===== config.mk =====
export PLATFORM = sky130hd
export DESIGN_NAME = irq_unit
export DESIGN_NICKNAME = d
export VERILOG_FILES = /design/src/rtl/irq_pkg.sv /design/src/rtl/irq_control.sv /design/src/rtl/irq_datapath.sv /design/src/rtl/irq_unit.sv
export SDC_FILE = /design/constraint.sdc
export NUM_CORES = 1
export LEC_CHECK = 0
export ABC_CLOCK_PERIOD_IN_PS = 1400
export BUFFER_PORTS_ARGS = -buffer_cell sky130_fd_sc_hd__buf_4
export CORE_MARGIN = 2
export CORE_UTILIZATION = 46
export DETAILED_ROUTE_END_ITERATION = 6
export PLACE_DENSITY = 0.87
export REMOVE_ABC_BUFFERS = 1
export SETUP_SLACK_MARGIN = 0.05
export SYNTH_ARGS = -nofsm -noshare
export SYNTH_HDL_FRONTEND = slang
export SYNTH_SLANG_ARGS = --single-unit

===== constraint.sdc =====
create_clock -name clk -period 1.4 [get_ports clk]
set_input_delay 0.28 -clock clk [delete_from_list [all_inputs] [get_ports clk]]
set_output_delay 0.28 -clock clk [all_outputs]
set_load 0.005 [all_outputs]

===== src/rtl/irq_pkg.sv =====
package irq_pkg;
  localparam int SRC_CNT = 5;
  localparam int PAD_CNT = 3;
  localparam int REG_W   = SRC_CNT + PAD_CNT;

  // source index inside the SRC_CNT-wide vectors (byte bit = index + PAD_CNT)
  localparam int SRC_GAP     = 0;
  localparam int SRC_RXOVER  = 1;
  localparam int SRC_TXUNDER = 2;
  localparam int SRC_RXDONE  = 3;
  localparam int SRC_TXDONE  = 4;

  typedef struct packed {
    logic [SRC_CNT-1:0] statusClr;
    logic               enableWr;
    logic [SRC_CNT-1:0] enableVal;
  } ctlStrobes_t;
endpackage


===== src/rtl/irq_control.sv =====
module irq_control
  import irq_pkg::*;
#(
  parameter int ADDR_W      = 5,
  parameter int STATUS_OFS  = 'h0C,
  parameter int ENABLE_OFS  = 'h0D,
  parameter int RXSTAT_OFS  = 'h0F
) (
  input  logic               clk,
  input  logic               rst,
  input  logic [ADDR_W-1:0]  addr,
  input  logic               wrEn,
  input  logic [REG_W-1:0]   wrData,
  input  logic [SRC_CNT-1:0] statusBits,
  input  logic [SRC_CNT-1:0] enableBits,
  input  logic               rxBusy,
  input  logic               rxHighRate,
  input  logic               rxMidRate,
  input  logic               rxLowRate,
  output ctlStrobes_t        strobes,
  output logic [REG_W-1:0]   rdData
);
  localparam logic [ADDR_W-1:0] STATUS_A = ADDR_W'(STATUS_OFS);
  localparam logic [ADDR_W-1:0] ENABLE_A = ADDR_W'(ENABLE_OFS);
  localparam logic [ADDR_W-1:0] RXSTAT_A = ADDR_W'(RXSTAT_OFS);
  localparam logic [PAD_CNT-1:0] PAD_ONES = '1;

  logic hitStatus, hitEnable, hitRxStat;
  logic unusedWrLow;

  assign hitStatus = (addr == STATUS_A);
  assign hitEnable = (addr == ENABLE_A);
  assign hitRxStat = (addr == RXSTAT_A);
  assign unusedWrLow = ^wrData[PAD_CNT-1:0];

  always_comb begin
    strobes.statusClr = '0;
    strobes.enableWr  = 1'b0;
    strobes.enableVal = wrData[REG_W-1:PAD_CNT];
    if (wrEn && hitStatus) strobes.statusClr = wrData[REG_W-1:PAD_CNT];
    if (wrEn && hitEnable) strobes.enableWr  = 1'b1;
  end

  always_comb begin
    rdData = '0;
    if (hitStatus)      rdData = {statusBits, PAD_ONES};
    else if (hitEnable) rdData = {enableBits, PAD_ONES};
    else if (hitRxStat) rdData = {3'b000, rxBusy, 1'b0, rxHighRate, rxMidRate, rxLowRate};
  end

  // both strobe kinds can never be active together
  assert_one_target_R5: assert property (@(posedge clk) disable iff (rst)
    !(strobes.enableWr && (|strobes.statusClr)));

  assert_low_ones_R1: assert property (@(posedge clk) disable iff (rst)
    (hitStatus || hitEnable) |-> (rdData[PAD_CNT-1:0] == PAD_ONES));

  assert_rxstat_zero_R8: assert property (@(posedge clk) disable iff (rst)
    hitRxStat |-> (rdData[7:5] == 3'b000 && rdData[3] == 1'b0));

  assert_unmapped_R9: assert property (@(posedge clk) disable iff (rst)
    !(hitStatus || hitEnable || hitRxStat) |-> (rdData == '0));
endmodule


===== src/rtl/irq_datapath.sv =====
module irq_datapath
  import irq_pkg::*;
(
  input  logic               clk,
  input  logic               rst,
  input  logic [SRC_CNT-1:0] evVec,
  input  ctlStrobes_t        strobes,
  output logic [SRC_CNT-1:0] statusBits,
  output logic [SRC_CNT-1:0] enableBits,
  output logic               irqOut
);
  always_ff @(posedge clk) begin
    if (rst) begin
      statusBits <= '0;
      enableBits <= '0;
      irqOut     <= 1'b0;
    end else begin
      statusBits <= (statusBits & ~strobes.statusClr) | evVec;
      if (strobes.enableWr) enableBits <= strobes.enableVal;
      irqOut <= |(statusBits & enableBits);
    end
  end

  assert_event_wins_R6: assert property (@(posedge clk) disable iff (rst)
    |evVec |=> ((statusBits & $past(evVec)) == $past(evVec)));

  assert_clear_R4: assert property (@(posedge clk) disable iff (rst)
    |strobes.statusClr |=> ((statusBits & $past(strobes.statusClr & ~evVec)) == '0));

  assert_sticky_R2: assert property (@(posedge clk) disable iff (rst)
    (strobes.statusClr == '0) |=> ((statusBits & $past(statusBits)) == $past(statusBits)));

  assert_irq_low_R7: assert property (@(posedge clk) disable iff (rst)
    ((statusBits & enableBits) == '0) |=> !irqOut);

  assert_irq_high_R7: assert property (@(posedge clk) disable iff (rst)
    ((statusBits & enableBits) != '0) |=> irqOut);
endmodule


===== src/rtl/irq_unit.sv =====
module irq_unit
  import irq_pkg::*;
#(
  parameter int ADDR_W     = 5,
  parameter int STATUS_OFS = 'h0C,
  parameter int ENABLE_OFS = 'h0D,
  parameter int RXSTAT_OFS = 'h0F
) (
  input  logic              clk,
  input  logic              rst,
  input  logic [ADDR_W-1:0] addr,
  input  logic              wrEn,
  input  logic [7:0]        wrData,
  output logic [7:0]        rdData,
  input  logic              evTxDone,
  input  logic              txReqDone,
  input  logic              evRxDone,
  input  logic              evTxUnderrun,
  input  logic              evRxOverflow,
  input  logic              evSerialGap,
  input  logic              rxBusy,
  input  logic              rxHighRate,
  input  logic              rxMidRate,
  input  logic              rxLowRate,
  output logic              irqOut
);
  ctlStrobes_t        strobes;
  logic [SRC_CNT-1:0] evVec, statusBits, enableBits;

  always_comb begin
    evVec = '0;
    evVec[SRC_TXDONE]  = evTxDone & txReqDone;
    evVec[SRC_RXDONE]  = evRxDone;
    evVec[SRC_TXUNDER] = evTxUnderrun;
    evVec[SRC_RXOVER]  = evRxOverflow;
    evVec[SRC_GAP]     = evSerialGap;
  end

  irq_control #(
    .ADDR_W(ADDR_W), .STATUS_OFS(STATUS_OFS),
    .ENABLE_OFS(ENABLE_OFS), .RXSTAT_OFS(RXSTAT_OFS)
  ) ctl_i (
    .clk(clk), .rst(rst), .addr(addr), .wrEn(wrEn), .wrData(wrData),
    .statusBits(statusBits), .enableBits(enableBits),
    .rxBusy(rxBusy), .rxHighRate(rxHighRate), .rxMidRate(rxMidRate),
    .rxLowRate(rxLowRate), .strobes(strobes), .rdData(rdData)
  );

  irq_datapath dp_i (
    .clk(clk), .rst(rst), .evVec(evVec), .strobes(strobes),
    .statusBits(statusBits), .enableBits(enableBits), .irqOut(irqOut)
  );

  // a transmit-done pulse without its request flag leaves bit 7 clear
  assert_txdone_gated_R3: assert property (@(posedge clk) disable iff (rst)
    (!statusBits[SRC_TXDONE] && !(evTxDone && txReqDone)) |=> !statusBits[SRC_TXDONE]);
endmodule


==> out/qor.yml <==
final_hold_viol_count: 0
hp-class: "in -> reg"
critPathSlowestCell: "dfxtp_2"
combPwrFrac_pct: 19.5
ys_types: 18
maxSlewViolCount: 0
hold_buffers: 0
drt_iter0_drc: 13
irDropWorstVdd_mv: 0.611
period_share_pct: 96.7
ys_seq_area_share_pct: 33.8
final_util_pct: 69.6
yosys_warnings: 0
reg2reg_depth: 3
drtPass1Iterations: 4
clock_skew_ns: 0.00328
p_clk_share_pct: 31.9
cp-end-kind: "output port"
gp_congestion: 0.696
portBuffers: 31
tritoncts: "yes"
startpoint: "dp_i.enableBits[1]$_SDFFE_PP0P_"
final_antenna_net_count: 0
crit_type: "reg -> out"
syn_avg_cell_area_sq_um: 9.45
clock_sinks: 11
initial_core_util_pct: 49.5
internal-power_mw: 0.513
fmax_ghz: 0.739
htreeDepth: 1
finalSetupViolations: 0
critPathLaunchType: "flop"
dr_total_vias: 649
cts.clk_slew.worst_paths_ns: 0.07
cp_cell_sequence: "mux2i_1 > o21a_1 > nor2_1 > buf_4"
grt_max_degree: 17
num-fill-cells: 112
viasPerCell: 5.55
final_nets: 129
critPathMaxFanout: 3
cts_root_buf: "clkbuf_4"
syn_area_sq_um: 652
p_sw_share_pct: 25.3
core.rowCount: 13
gr-usage-all-layers_pct: 19.5
whs_path_depth: 2
cts-buffers-inserted: 3
layout-drive-gt1-share_pct: 43.1
drc: 0
crit_path_max_incr_delay_ns: 0.33
hold_start: "wrData[6]"
reg2reg_to: "dp_i.irqOut$_SDFF_PP0_"
dpl-instance-area_sq_um: 877
stdcell_area_sq_um: 917
antenna_found_initial: 0
cap_violations: 0
ioPinCount: 35
insertion_delay_ns: 0.27
status: "finished, final reports clean"
period_minus_slack_ns: 1.35
drt-total-wl_microns: 1590
slew_headroom_pct: 74.3
switchingPower_mw: 0.174
tightest_slew_ns: 0.384
area_growth_pct: 40.7
syn_inst: 69
rsz0062_at_grt: "yes"
synth.ff_latch_count: 11
p_per_area_nw_per_um2: 749
r2r-start: "dp_i.statusBits[1]$_SDFF_PP0_"
clockBufferDepth: 2
drt-wirelength-per-cell_microns: 13.6
num_antenna_cells: 0
rrSetupSlack_ns: 0.50
grt_pass1_wl_microns: 2570
p_leak_nw: 0.420
core_area_sq_um: 1320
chipWidth_microns: 41.6
die_area_sq_um: 1730
pwr-share-seq_pct: 48.7
grt_pass1_vias: 590
crit_arrival_ns: 1.07
required_ns: 1.12
globalRoute.totalOverflow: 0
die_h_microns: 41.6
holdPathEnd: "dp_i.statusBits[3]$_SDFF_PP0_"
-- worst max-delay path: cells and delay by family, from the launching register on --
family                 cells  cell delay [ns]
AO/OA/AOI/OAI              1             0.14
buffers and inverters      1             0.13
flip-flops                 1             0.33
multiplexers               1             0.17
AND/OR/NAND/NOR            1             0.04
-- kinds of logic (layout without fill, tap and decap cells) --
family,count (synthesis),after routing,synth area share [%]
buffers and inverters,7,40,6.33
AOI/OAI and AO/OA,13,13,14.4
DFF,11,11,33.8
and+or+nand+nor,28,28,30.1
muxes,10,10,15.4
-- through the flow --
stage | setup WS [ns] | power (mW) | setup TNS (ns) | hold slack [ns] | std cells
6_report | 0.0467 | 0.687 | 0 | 0.196 | 117
5_1_grt | -0.0370 | 0.719 | -0.0370 | 0.195 | 117
3_3_place_gp | 0.0773 | 0.465 | 0 | 0.472 | 112
4_1_cts | 0.0370 | 0.690 | 0 | 0.201 | 117
3_5_place_dp | 0.0510 | 0.471 | 0 | 0.485 | 112
2_1_floorplan | 0.352 | 0.386 | 0 | 0.349 | 66
-- state kept, by name, summed over array words and instances (netlist names) --
register         cells
dp_i.statusBits      5
dp_i.enableBits      5
dp_i.irqOut          1
-- final cells by class --
class | instances | area (sq um) | share of cell area (%)
inverter | 4 | 15.0 | 1.64
clock buffer | 4 | 26.3 | 2.86
timing repair buffer | 32 | 240 | 26.2
multi-input combinational | 51 | 390 | 42.6
sequential | 11 | 226 | 24.7
tap | 15 | 18.8 | 2.05
-- routing by layer --
metal	vias up	wire [microns]	GRT usage [%]
met5	-	0	0
met4	0	44	11.6
met3	5	128	6.09
met2	31	789	31.3
met1	299	626	22.6
li1	314	-	-
-- power groups by stage --
stage / clock [mW] / sequential, mW / combinational, mW
final: 0.219 / 0.334 / 0.134
after global routing: 0.238 / 0.335 / 0.146
after CTS: 0.223 / 0.334 / 0.134
after detailed placement: 0 / 0.341 / 0.130
after global placement: 0 / 0.340 / 0.125
after floorplan: 0 / 0.338 / 0.0482
-- how the worst max path moves through the flow --
stage,depth (start not counted),slack (ns),end
floorplan,3,0.35,dp_i.statusBits[4]$_SDFF_PP0_
global placement,4,0.08,dp_i.statusBits[4]$_SDFF_PP0_
detailed placement,4,0.05,dp_i.statusBits[1]$_SDFF_PP0_
CTS,4,0.04,rdData[4]
global route,4,-0.04,rdData[4]
finish,4,0.05,rdData[4]
-- synth_stat cells --
cell type  instances  area [sq um]
a311oi_1           5          43.8
nor2_1             5          18.8
inv_1              4          15.0
nor2_4             1          11.3
nor4b_4            1          23.8
nor3_1             4          20.0
nand3b_4           2          40.0
dfxtp_1           11           220
buf_6              2          22.5
nand2b_1          10          62.6
a22oi_1            1          7.51
nand2_1            4          15.0
nand3_1            1          5.00
clkbuf_1           1          3.75
o21a_1             1          7.51
mux2i_1           10           100
a222oi_1           1          10.0
a21oi_1            5          25.0
-- cells in the final DEF, fill, tap and decap left out, types with 2 or more instances in the layout --
cell type and n:
dfxtp_2 5, nand2_1 4, a21oi_1 5, dfxtp_1 6, inv_1 4, a311oi_1 5, nand3b_4 2, mux2i_1 10
nor2_1 5, nand2b_1 10, nor3_1 4, clkbuf_4 3, buf_4 32
-- repair_timing --
action,4_1_cts,5_1_grt
endpoints found under the setup margin,1,3
buffers inserted,1,0
resized for setup,2,3
No activity file was read; power rests on OpenSTA's default activity.
